[src/rtl/mbist_pkg.sv]
package mbist_pkg;

    typedef enum logic [4:0] {
        S_IDLE,
        S_DB_WR,
        S_DB_RD,
        S_AF_WR,
        S_AH_W0,
        S_AH_RD,
        S_AH_RS,
        S_AL_WT,
        S_AL_R0,
        S_AL_RP,
        S_AL_RST,
        S_DV_FILL,
        S_DV_CHK,
        S_DV_INV,
        S_DV_VRD,
        S_DV_CLR,
        S_DONE
    } step_e;

    typedef enum logic [1:0] {
        PH_DATA    = 2'd0,
        PH_ADDR_HI = 2'd1,
        PH_ADDR_LO = 2'd2,
        PH_CELL    = 2'd3
    } phase_e;

endpackage

[src/rtl/mbist_span.sv]
module mbist_span #(
    parameter int ADDR_W = 16,
    parameter int SPAN_W = $clog2(ADDR_W + 1)
) (
    input  logic [SPAN_W-1:0] span_in,
    output logic [ADDR_W-1:0] mask
);
    localparam logic [SPAN_W-1:0] SPAN_MAX = SPAN_W'(ADDR_W);

    logic [SPAN_W-1:0] span_eff;

    // clamp the requested span into 1..ADDR_W
    always_comb begin
        if (span_in == '0)
            span_eff = SPAN_W'(1);
        else if (span_in > SPAN_MAX)
            span_eff = SPAN_MAX;
        else
            span_eff = span_in;
        mask = ~({ADDR_W{1'b1}} << span_eff);
    end

endmodule

[src/rtl/mbist_ctrl.sv]
module mbist_ctrl
    import mbist_pkg::*;
#(
    parameter int ADDR_W = 16,
    parameter int DATA_W = 16
) (
    input  logic              clk,
    input  logic              rst_n,
    input  logic              start,
    input  logic [ADDR_W-1:0] mask_in,
    output logic              mem_req,
    output logic              mem_we,
    output logic [ADDR_W-1:0] mem_addr,
    output logic [DATA_W-1:0] mem_wdata,
    input  logic [DATA_W-1:0] mem_rdata,
    input  logic              mem_rdy,
    output logic              busy,
    output logic              launch,
    output logic              ev_pass,
    output logic              ev_fail,
    output phase_e            ev_phase,
    output logic [ADDR_W-1:0] ev_addr,
    output logic [DATA_W-1:0] ev_data
);
    localparam logic [DATA_W-1:0] PAT_A = {(DATA_W/2){2'b10}};
    localparam logic [DATA_W-1:0] PAT_B = ~PAT_A;
    localparam logic [DATA_W-1:0] SEED  = DATA_W'(7);
    localparam logic [ADDR_W-1:0] A_ONE = ADDR_W'(1);

    typedef struct packed {
        step_e             st;
        logic [ADDR_W-1:0] mask;
        logic [ADDR_W-1:0] off;
        logic [ADDR_W-1:0] prb;
        logic [ADDR_W-1:0] adr;
        logic [DATA_W-1:0] pat;
        logic [DATA_W-1:0] val;
    } ctl_t;

    ctl_t q, d;

    logic [DATA_W-1:0] acc_exp;
    logic              hs;
    logic              miss;

    function automatic logic [ADDR_W-1:0] probe_after(
        input logic [ADDR_W-1:0] cur, input logic [ADDR_W-1:0] tst);
        logic [ADDR_W-1:0] p;
        p = cur << 1;
        if (p == tst) p = p << 1;
        return p;
    endfunction

    function automatic logic [ADDR_W-1:0] probe_first(input logic [ADDR_W-1:0] tst);
        return (tst == A_ONE) ? (A_ONE << 1) : A_ONE;
    endfunction

    // access presented by the current step
    always_comb begin
        mem_req   = 1'b1;
        mem_we    = 1'b0;
        mem_addr  = '0;
        mem_wdata = '0;
        acc_exp   = '0;
        unique case (q.st)
            S_DB_WR:   begin mem_we = 1'b1; mem_wdata = q.pat; end
            S_DB_RD:   acc_exp = q.pat;
            S_AF_WR:   begin mem_we = 1'b1; mem_addr = q.off; mem_wdata = PAT_A; end
            S_AH_W0:   begin mem_we = 1'b1; mem_wdata = PAT_B; end
            S_AH_RD:   begin mem_addr = q.off; acc_exp = PAT_A; end
            S_AH_RS:   begin mem_we = 1'b1; mem_wdata = PAT_A; end
            S_AL_WT:   begin mem_we = 1'b1; mem_addr = q.off; mem_wdata = PAT_B; end
            S_AL_R0:   acc_exp = PAT_A;
            S_AL_RP:   begin mem_addr = q.prb; acc_exp = PAT_A; end
            S_AL_RST:  begin mem_we = 1'b1; mem_addr = q.off; mem_wdata = PAT_A; end
            S_DV_FILL: begin mem_we = 1'b1; mem_addr = q.adr; mem_wdata = q.val; end
            S_DV_CHK:  begin mem_addr = q.adr; acc_exp = q.val; end
            S_DV_INV:  begin mem_we = 1'b1; mem_addr = q.adr; mem_wdata = ~q.val; end
            S_DV_VRD:  begin mem_addr = q.adr; acc_exp = ~q.val; end
            S_DV_CLR:  begin mem_we = 1'b1; mem_addr = q.adr; end
            default:   mem_req = 1'b0;
        endcase
        busy = mem_req;
        hs   = mem_req && mem_rdy;
        miss = !mem_we && (mem_rdata != acc_exp);
    end

    // next-state computation
    always_comb begin
        logic [ADDR_W-1:0] nx;
        d        = q;
        launch   = 1'b0;
        ev_pass  = 1'b0;
        ev_fail  = 1'b0;
        ev_phase = PH_DATA;
        ev_addr  = '0;
        ev_data  = acc_exp;
        nx       = '0;
        unique case (q.st)
            S_IDLE, S_DONE: begin
                if (start) begin
                    launch = 1'b1;
                    d.st   = S_DB_WR;
                    d.pat  = DATA_W'(1);
                    d.mask = mask_in;
                end
            end
            S_DB_WR: if (hs) d.st = S_DB_RD;
            S_DB_RD: if (hs) begin
                if (miss) begin
                    ev_fail = 1'b1;
                    d.st    = S_DONE;
                end else if (q.pat[DATA_W-1]) begin
                    d.st  = S_AF_WR;
                    d.off = A_ONE;
                end else begin
                    d.pat = q.pat << 1;
                    d.st  = S_DB_WR;
                end
            end
            S_AF_WR: if (hs) begin
                nx = q.off << 1;
                if ((nx & q.mask) != '0) d.off = nx;
                else                     d.st  = S_AH_W0;
            end
            S_AH_W0: if (hs) begin
                d.st  = S_AH_RD;
                d.off = A_ONE;
            end
            S_AH_RD: if (hs) begin
                nx = q.off << 1;
                if (miss) begin
                    ev_fail  = 1'b1;
                    ev_phase = PH_ADDR_HI;
                    ev_addr  = q.off;
                    d.st     = S_DONE;
                end else if ((nx & q.mask) != '0) begin
                    d.off = nx;
                end else begin
                    d.st = S_AH_RS;
                end
            end
            S_AH_RS: if (hs) begin
                d.st  = S_AL_WT;
                d.off = A_ONE;
            end
            S_AL_WT: if (hs) d.st = S_AL_R0;
            S_AL_R0, S_AL_RP: if (hs) begin
                nx = (q.st == S_AL_R0) ? probe_first(q.off) : probe_after(q.prb, q.off);
                if (miss) begin
                    ev_fail  = 1'b1;
                    ev_phase = PH_ADDR_LO;
                    ev_addr  = q.off;
                    d.st     = S_DONE;
                end else if ((nx & q.mask) != '0) begin
                    d.prb = nx;
                    d.st  = S_AL_RP;
                end else begin
                    d.st = S_AL_RST;
                end
            end
            S_AL_RST: if (hs) begin
                nx = q.off << 1;
                if ((nx & q.mask) != '0) begin
                    d.off = nx;
                    d.st  = S_AL_WT;
                end else begin
                    d.st  = S_DV_FILL;
                    d.adr = '0;
                    d.val = SEED;
                end
            end
            S_DV_FILL: if (hs) begin
                if (q.adr == q.mask) begin
                    d.adr = '0;
                    d.val = SEED;
                    d.st  = S_DV_CHK;
                end else begin
                    d.adr = q.adr + A_ONE;
                    d.val = q.val + DATA_W'(1);
                end
            end
            S_DV_CHK, S_DV_VRD: if (hs) begin
                if (miss) begin
                    ev_fail  = 1'b1;
                    ev_phase = PH_CELL;
                    ev_addr  = q.adr;
                    d.st     = S_DONE;
                end else begin
                    d.st = (q.st == S_DV_CHK) ? S_DV_INV : S_DV_CLR;
                end
            end
            S_DV_INV: if (hs) begin
                if (q.adr == q.mask) begin
                    d.adr = '0;
                    d.val = SEED;
                    d.st  = S_DV_VRD;
                end else begin
                    d.adr = q.adr + A_ONE;
                    d.val = q.val + DATA_W'(1);
                    d.st  = S_DV_CHK;
                end
            end
            S_DV_CLR: if (hs) begin
                if (q.adr == q.mask) begin
                    ev_pass = 1'b1;
                    d.st    = S_DONE;
                end else begin
                    d.adr = q.adr + A_ONE;
                    d.val = q.val + DATA_W'(1);
                    d.st  = S_DV_VRD;
                end
            end
            default: d.st = S_IDLE;
        endcase
    end

    always_ff @(posedge clk or negedge rst_n) begin
        if (!rst_n) begin
            q <= '{st: S_IDLE, default: '0};
        end else begin
            q <= d;
        end
    end

    // a pending request and its fields do not move while ready is low
    p_req_hold_r2: assert property (@(posedge clk) disable iff (!rst_n)
        mem_req && !mem_rdy |=> mem_req && $stable(mem_addr) && $stable(mem_we)
                                && $stable(mem_wdata));

    // the data phase only ever writes a single set bit
    p_walk_one_r3: assert property (@(posedge clk) disable iff (!rst_n)
        (q.st == S_DB_WR) |-> ($countones(mem_wdata) == 1 && mem_addr == '0));

    // every access stays inside the latched span
    p_in_span_r7: assert property (@(posedge clk) disable iff (!rst_n)
        mem_req |-> ((mem_addr & ~q.mask) == '0));

endmodule

[src/rtl/mbist_report.sv]
module mbist_report
    import mbist_pkg::*;
#(
    parameter int ADDR_W = 16,
    parameter int DATA_W = 16
) (
    input  logic              clk,
    input  logic              rst_n,
    input  logic              clear,
    input  logic              ev_pass,
    input  logic              ev_fail,
    input  phase_e            ev_phase,
    input  logic [ADDR_W-1:0] ev_addr,
    input  logic [DATA_W-1:0] ev_data,
    output logic              done,
    output logic              pass,
    output logic [1:0]        fail_phase,
    output logic [ADDR_W-1:0] fail_addr,
    output logic [DATA_W-1:0] fail_data
);
    typedef struct packed {
        logic              done;
        logic              pass;
        logic [1:0]        phase;
        logic [ADDR_W-1:0] addr;
        logic [DATA_W-1:0] data;
    } rep_t;

    rep_t q, d;

    always_comb begin
        d = q;
        if (clear) begin
            d = '0;
        end else if (ev_fail) begin
            d.done  = 1'b1;
            d.pass  = 1'b0;
            d.phase = ev_phase;
            d.addr  = ev_addr;
            d.data  = ev_data;
        end else if (ev_pass) begin
            d.done = 1'b1;
            d.pass = 1'b1;
        end
    end

    always_ff @(posedge clk or negedge rst_n) begin
        if (!rst_n) q <= '0;
        else        q <= d;
    end

    assign done       = q.done;
    assign pass       = q.pass;
    assign fail_phase = q.phase;
    assign fail_addr  = q.addr;
    assign fail_data  = q.data;

    // pass is only ever reported on a finished run
    p_pass_done_r9: assert property (@(posedge clk) disable iff (!rst_n)
        pass |-> done);

endmodule

[src/rtl/memtest_engine.sv]
module memtest_engine
    import mbist_pkg::*;
#(
    parameter int ADDR_W = 16,
    parameter int DATA_W = 16,
    parameter int SPAN_W = $clog2(ADDR_W + 1)
) (
    input  logic              clk,
    input  logic              rst_n,
    input  logic              start,
    input  logic [SPAN_W-1:0] span_log2,
    output logic              mem_req,
    output logic              mem_we,
    output logic [ADDR_W-1:0] mem_addr,
    output logic [DATA_W-1:0] mem_wdata,
    input  logic [DATA_W-1:0] mem_rdata,
    input  logic              mem_rdy,
    output logic              busy,
    output logic              done,
    output logic              pass,
    output logic [1:0]        fail_phase,
    output logic [ADDR_W-1:0] fail_addr,
    output logic [DATA_W-1:0] fail_data
);
    logic [ADDR_W-1:0] span_mask;
    logic              launch;
    logic              ev_pass;
    logic              ev_fail;
    phase_e            ev_phase;
    logic [ADDR_W-1:0] ev_addr;
    logic [DATA_W-1:0] ev_data;

    mbist_span #(.ADDR_W(ADDR_W), .SPAN_W(SPAN_W)) u_span (
        .span_in (span_log2),
        .mask    (span_mask)
    );

    mbist_ctrl #(.ADDR_W(ADDR_W), .DATA_W(DATA_W)) u_ctrl (
        .clk       (clk),
        .rst_n     (rst_n),
        .start     (start),
        .mask_in   (span_mask),
        .mem_req   (mem_req),
        .mem_we    (mem_we),
        .mem_addr  (mem_addr),
        .mem_wdata (mem_wdata),
        .mem_rdata (mem_rdata),
        .mem_rdy   (mem_rdy),
        .busy      (busy),
        .launch    (launch),
        .ev_pass   (ev_pass),
        .ev_fail   (ev_fail),
        .ev_phase  (ev_phase),
        .ev_addr   (ev_addr),
        .ev_data   (ev_data)
    );

    mbist_report #(.ADDR_W(ADDR_W), .DATA_W(DATA_W)) u_rep (
        .clk        (clk),
        .rst_n      (rst_n),
        .clear      (launch),
        .ev_pass    (ev_pass),
        .ev_fail    (ev_fail),
        .ev_phase   (ev_phase),
        .ev_addr    (ev_addr),
        .ev_data    (ev_data),
        .done       (done),
        .pass       (pass),
        .fail_phase (fail_phase),
        .fail_addr  (fail_addr),
        .fail_data  (fail_data)
    );

    // a finished engine issues no request
    p_quiet_done_r9: assert property (@(posedge clk) disable iff (!rst_n)
        done |-> !mem_req);

    // done rises only on the edge that completes an access
    p_done_edge_r9: assert property (@(posedge clk) disable iff (!rst_n)
        $rose(done) |-> $past(mem_req && mem_rdy));

    // a run begins with a cleared report
    p_clear_r1: assert property (@(posedge clk) disable iff (!rst_n)
        $rose(busy) |-> !done && !pass && fail_addr == '0);

endmodule

[config.mk]
export PLATFORM = sky130hd
export DESIGN_NAME = memtest_engine
export DESIGN_NICKNAME = d
export VERILOG_FILES = /design/src/rtl/mbist_pkg.sv /design/src/rtl/mbist_span.sv /design/src/rtl/mbist_ctrl.sv /design/src/rtl/mbist_report.sv /design/src/rtl/memtest_engine.sv
export SDC_FILE = /design/constraint.sdc
export NUM_CORES = 1
export LEC_CHECK = 0
export ABC_AREA = 0
export BUFFER_PORTS_ARGS = -buffer_cell sky130_fd_sc_hd__clkbuf_2
export CAP_MARGIN = 20
export CELL_PAD_IN_SITES_DETAIL_PLACEMENT = 1
export CELL_PAD_IN_SITES_GLOBAL_PLACEMENT = 1
export CORE_UTILIZATION = 41
export DETAILED_ROUTE_END_ITERATION = 12
export MAX_ROUTING_LAYER = met4
export PLACE_DENSITY = 0.85
export SETUP_SLACK_MARGIN = 0.05
export SYNTH_ARGS = -nofsm -noshare
export SYNTH_HDL_FRONTEND = slang
export SYNTH_HIERARCHICAL = 1
export SYNTH_SLANG_ARGS = --single-unit
[constraint.sdc]
create_clock -name clk -period 3.35 [get_ports clk]
set_clock_uncertainty 0.1 [all_clocks]
set_input_delay 0.67 -clock clk [delete_from_list [all_inputs] [get_ports clk]]
set_output_delay 0.67 -clock clk [all_outputs]
set_load 0.01 [all_outputs]
# After elaboration in Yosys (flattened, before gate mapping)
# Index checks and enable logic that the tools add are counted.
# totals
register_bits,137
latch_bits,0
mem_bits_rw,0
romBits,0
in_bits,25
out_inout_bits,71
wordCells,193
memories,0
# classes
add_sub_neg,2
mul,0
div_mod_pow,0
order_cmp,1
n_eq_ne,46
shift,1
n_mux,92
bitwise,5
n_reduce_logical,33
# ops
op,count
16-bit 2-to-1 mux,32
16-bit one-hot mux with 3 select lines,3
16-bit one-hot mux with 4 select lines,2
5-bit 2-to-1 mux,23
16-bit one-hot mux with 5 select lines,1
5-bit one-hot mux with 14 select lines,1
16-bit one-hot mux with 2 select lines,2
"5-bit by 4-bit == test with 1-bit output, second input constant",8
36-bit 2-to-1 mux,1
"2-bit by 1-bit inequality test with 1-bit output, second input constant",18
34-bit 2-to-1 mux,1
"16-bit by 1-bit adder with 16-bit output, second input constant",2
16-bit bitwise AND,2
16-bit == test,2
16-bit inverter,2
16-bit nonzero test,2
2-bit 2-to-1 mux,12
21-bit 2-to-1 mux,1
"5-bit by 3-bit == test with 1-bit output, second input constant",4
17-bit AND reduction,1
"16-bit by 1-bit == test with 1-bit output, second input constant",1
16-bit inequality test,1
"16-bit by 5-bit left shift with 16-bit output, first input constant",1
15-bit OR reduction,1
27 further kinds,56

# Depth between registers and ports, before layout
# depth
depth_word,13
depth_mapped,17
ltp_nobuf,10

# Hierarchy
# The synthesis kept the hierarchy.
# by_module_without_submodules
module,instances,cells_each,area_per_inst_um2,seq_area_each_um2
mbist_ctrl,1,858,7272.0,2527.4
mbist_report,1,116,1475.2,900.9
mbist_span,1,28,151.4,0.0

# Worst setup path after synthesis
# Ideal clock, no wire load.
# synth_timing
kind,reg2reg
startpoint,reg u_ctrl/q[99] (netlist bit)
endpoint,"reg u_rep.q, in the netlist u_rep/done"
setup_time_ps,121
t_arrival_ps,3031
required_time_ps,3129
setup_slack_ps,98
path_stages_with_launch,16
n_path_buf,5
synth_period_minus_slack_ps,3252
path_cell_list,dfrtp_1 > nand3b_1 > a211o_1 > buf_2 > and4_1 > nor4_1 > nand4_2 > o21bai_4 > or2_2 > buf_2 > buf_2 > inv_1 > buf_6 > buf_12 > nor3_1 > nor2_1
# synth_between
elab_chain_len,10
word_cells_on_any_way,38
classes_between,eq/ne: 17; mux: 11; reduce/logical: 10
# synth_lines
element,line_no,text
from (decl),mbist_ctrl.sv:40,"ctl_t q, d;"
from (signal assigned),mbist_ctrl.sv:220,"q <= '{st: S_IDLE, default: '0};"
from (signal assigned),mbist_ctrl.sv:222,q <= d;
5-bit by 3-bit == test with 1-bit output (tied with other cells),"mbist_ctrl.sv:65, mbist_ctrl.sv:99",
3-bit OR reduction (no source line) / 9-bit OR reduction (equally long branches),-,
16-bit one-hot mux with 4 select lines / 1-bit 2-to-1 mux (equally long branches),mbist_ctrl.sv:65,unique case (q.st)
16-bit inequality test / 1-bit zero test (equally long branches),mbist_ctrl.sv:85,miss = !mem_we && (mem_rdata != acc_exp);
1-bit logical AND,mbist_ctrl.sv:85,
1-bit 2-to-1 mux,-,
1-bit 2-to-1 mux,mbist_ctrl.sv:109,S_DB_RD: if (hs) begin
1-bit 2-to-1 mux (*),-,
net ev_fail,memtest_engine.sv:28,logic ev_fail;
2-bit 2-to-1 mux,mbist_report.sv:35,end else if (ev_fail) begin
36-bit 2-to-1 mux,mbist_report.sv:33,if (clear) begin
to (signal assigned),mbist_report.sv:48,if (!rst_n) q <= '0;
to (signal assigned),mbist_report.sv:49,else q <= d;
to (decl),mbist_report.sv:29,"rep_t q, d;"
# The timed path passes the listed nets; every way through them passes the cells marked *.
# A chain may end at the register's enable or synchronous reset.

# Worst setup path in the final report
# layout_timing
startpoint,reg u_ctrl/q[99] (netlist bit)
endpoint,reg u_ctrl/q[28] (netlist bit)
# layout_between
elab_chain_len,7
word_cells_on_any_way,35
classes_between,eq/ne: 21; mux: 4; reduce/logical: 10
# layout_lines
element,line_no
5-bit by 3-bit == test with 1-bit output (tied with other cells),mbist_ctrl.sv:65
3-bit OR reduction (no source line) / 9-bit OR reduction (equally long branches),-
16-bit one-hot mux with 4 select lines / 1-bit 2-to-1 mux (equally long branches),mbist_ctrl.sv:65
16-bit inequality test / 1-bit zero test (equally long branches),mbist_ctrl.sv:85
1-bit logical AND,mbist_ctrl.sv:85
2-bit inequality test (no source line),-
5-bit AND reduction (no source line),-
# Parallel ways exist; a longest one is shown, timed or not.

==> key figures <==
Status
  – Status: finished clean

Worst setup path
  – Levels on crit path: 9
  – CP max stage cell: a211o_1
  – Largest fanout on the critical path: 12
  – CP required: 3.56 ns
  – Startpoint Class: flop
  – Worst path cell trace: nand3b_1 > a211o_1 > and3_1 > nor4_1 > nand4_2 > o21bai_4 > buf_4 > nand2_2 > mux2_1
  – Worst EP arrival: 3.46 ns
  – Largest delay share family, worst path: simple AND/OR/NAND/NOR gates
  – Worst reg2reg path depth: 9
  – WP buf/inv: 1
  – Worst setup EP type: flop
  – Critical path class: flop to flop
  – Delay of the slowest critical-path stage: 0.47 ns

Timing
  – Tmin final: 3.25 ns
  – Setup TNS: 0 ns
  – Actual slew at the worst max-slew pin: 0.763 ns
  – Fin. Hold Viols: 0
  – Finish-stage setup viols: 0
  – RSZ-0062 raised after global routing: yes
  – Rel. slew slack: 0.491
  – Fmax: 0.308 GHz
  – Period utilization: 0.970
  – Final-report max-slew violation count: 0

Detailed routing
  – First-pass iteration count of the detailed router: 6
  – Via count: 8609
  – Wire length per cell: 23.9 microns
  – Vias per inst: 6.22
  – Total Wirelength: 33.1 mm
  – Drt first-iter violations: 905
  – Post-route ant nets: 0
  – DRC violations left: 0

Placed design
  – Placed Area: 0.00984 sq mm
  – Port bufs: 95
  – RePlAce Congestion: 0.952
  – Dpl hpwl: 21.8 mm

Power
  – Cell leakage power: 5.33 nW
  – Max rail drop VDD: 0.304 mV
  – Pwr Density: 673 mW/mm^2

Die
  – Die Y: 149 microns
  – Die Area: 0.0223 sq mm
  – Row cnt: 53
  – Ports: 96
  – Initial Utilization: 0.421
  – Die width: 149 microns
  – Total core area: 0.0212 sq mm

Clock network
  – Root Buffer: clkbuf_16
  – Clock Path Buffers: 2
  – Clk Latency, worst-skew pair: 0.43 ns
  – CTS tree: yes
  – CTS Hold Bufs: 0
  – # clock sinks: 137
  – Num CTS Buffers: 17
  – Max H-tree Level: 4
  – Reg clk slew, reported paths: 0.07 ns

Min path
  – Hold Path Class: input port to asynchronous set/reset pin

Synthesis
  – Synth area leader: dfrtp_1
  – Synth cell count leaders: dfrtp_1, nor2_1, nand2_1
  – Net Count, Synth: 1029
  – Synth unique cells: 71
  – Number of flops mapped to enable cells by yosys: 0
  – Primary FF master, synth: dfrtp_1
  – Syn. warnings: 6
  – Synthesized area per cell: 8.88 sq um
  – Largest cells by area after synthesis: dfrtp_1, mux2i_1, nor2_1
  – Sequential area share after synthesis: 0.385
  – Synth Register Bits: 137
  – Ys async rst share: 1.00
  – Share of the synthesized area in the top cell type: 0.385
  – Synthesized instance count: 1002
  – Count leader, synth: dfrtp_1
  – Netlist Area Pre-Place: 0.00890 sq mm

Finish
  – Final nets: 1125
  – Multi-input gate area: 0.00489 sq mm
  – Layout cell share with drive strength beyond 1: 0.222
  – Register area: 0.00343 sq mm
  – Layout area overhead: 18.3%
  – Filler Cells Inserted: 2454
  – Finished Cell Area: 0.0105 sq mm
  – Antenna cells: 0

GRT
  – Vias in the first global route: 9002
  – Grt ovf: 0
  – Largest net degree at the start of global routing: 76
  – Global-route wire length before repair: 51.2 mm
  – Initial antenna violation count: 0
  – Total track usage: 0.310

Job
  – Max-Cap Viols: 0
## worst paths after layout
check	startpoint	end	slack, ns
min in group clk	u_rep/fail_phase[0]	u_rep/fail_phase[0]	0.42
worst max register to register	u_ctrl/q[99]	u_ctrl/q[28]	0.10
worst min register to register	u_rep/fail_phase[0]	u_rep/fail_phase[0]	0.42
worst min-delay path	rst_n	u_rep/fail_data[3]	0.14
worst max-delay path	u_ctrl/q[99]	u_ctrl/q[28]	0.10
max in group asynchronous	rst_n	u_ctrl/q[38]	2.19
## cell families after synthesis
logic type / synth area share
xor+xnor: 0.0728
flops: 0.385
mux: 0.119
other cells: 0.000421
fa+ha+maj: 0.00281
simple gates: 0.204
compound gates: 0.148
buf+inv: 0.0682
## power by group
group / internal [W] / switching, W / total [W]
Sequential: 0.00187 / 0.000414 / 0.00228
Combinational: 0.00104 / 0.00170 / 0.00274
Clock: 0.00125 / 0.000804 / 0.00206
## stage by stage
step	utilization	instances	total power (W)	worst slack, ns	hold WS [ns]
floorplan	-	1002	0.00390	0.0979	0.274
global placement	0.465	1351	0.00475	0.197	0.383
detailed placement	0.465	1351	0.00484	0.0918	0.389
CTS	0.495	1382	0.00698	0.0592	0.199
global route	0.497	1385	0.00734	0.0458	0.211
finish	0.497	1385	0.00708	0.102	0.141
## area by class of cell
type	instances	area share
Clock buffer	18	0.0408
Clock inverter	13	0.0184
Sequential cell	137	0.326
Tap cell	275	0.0327
Inverter	40	0.0143
Multi-Input combinational cell	737	0.465
Timing Repair Buffer	165	0.103
## worst reg2reg max path: cells and delay by family (launching register included)
family          cells  cell delay, ns
compound gates      2            0.68
flops               1            0.45
buf+inv             1            0.17
mux                 1            0.42
simple gates        5            1.29
## state kept, by name (all words and copies together) (netlist names)
name              flops
u_ctrl/q            101
u_rep/fail_addr      16
u_rep/pass            1
u_rep/fail_phase      2
u_rep/fail_data      16
u_rep/done            1
## layer usage
metal,up-vias,track usage,wire length (microns)
met4,0,0.153,1380
met5,-,-,0
met3,132,0.0648,3050
met2,516,0.478,15300
li1,3711,-,-
met1,4250,0.385,13300
## cell usage in the layout, fill, tap and decap left out, drive strengths merged, types with 4 or more instances in the layout
master and n:
bufinv 4, a221oi 16, and2 7, a22o 6
a222oi 17, clkbuf 112, nor2b 9, nor3 21
nand2b 9, o21ai 27, a31oi 4, dfrtp 137
o31ai 6, buf 71, nand4 17, o211ai 10
inv 43, nand2 126, mux2 34, clkinvlp 4
nor4 19, xnor2 31, xor2 43, a22oi 23
a32o 8, mux2i 67, nand3 17, a21oi 29
a221o 7, nor2 128, or2 4, and3 13
## timing repair
item / 4_1_cts / 5_1_grt
setup endpoints to repair: 18 / 40
resized for setup: 3 / 8
setup buffers: 0 / 3
pin swaps: 1 / 3
endpoints found under the hold margin: 0 / 0
(Power assumes the default switching activity.)
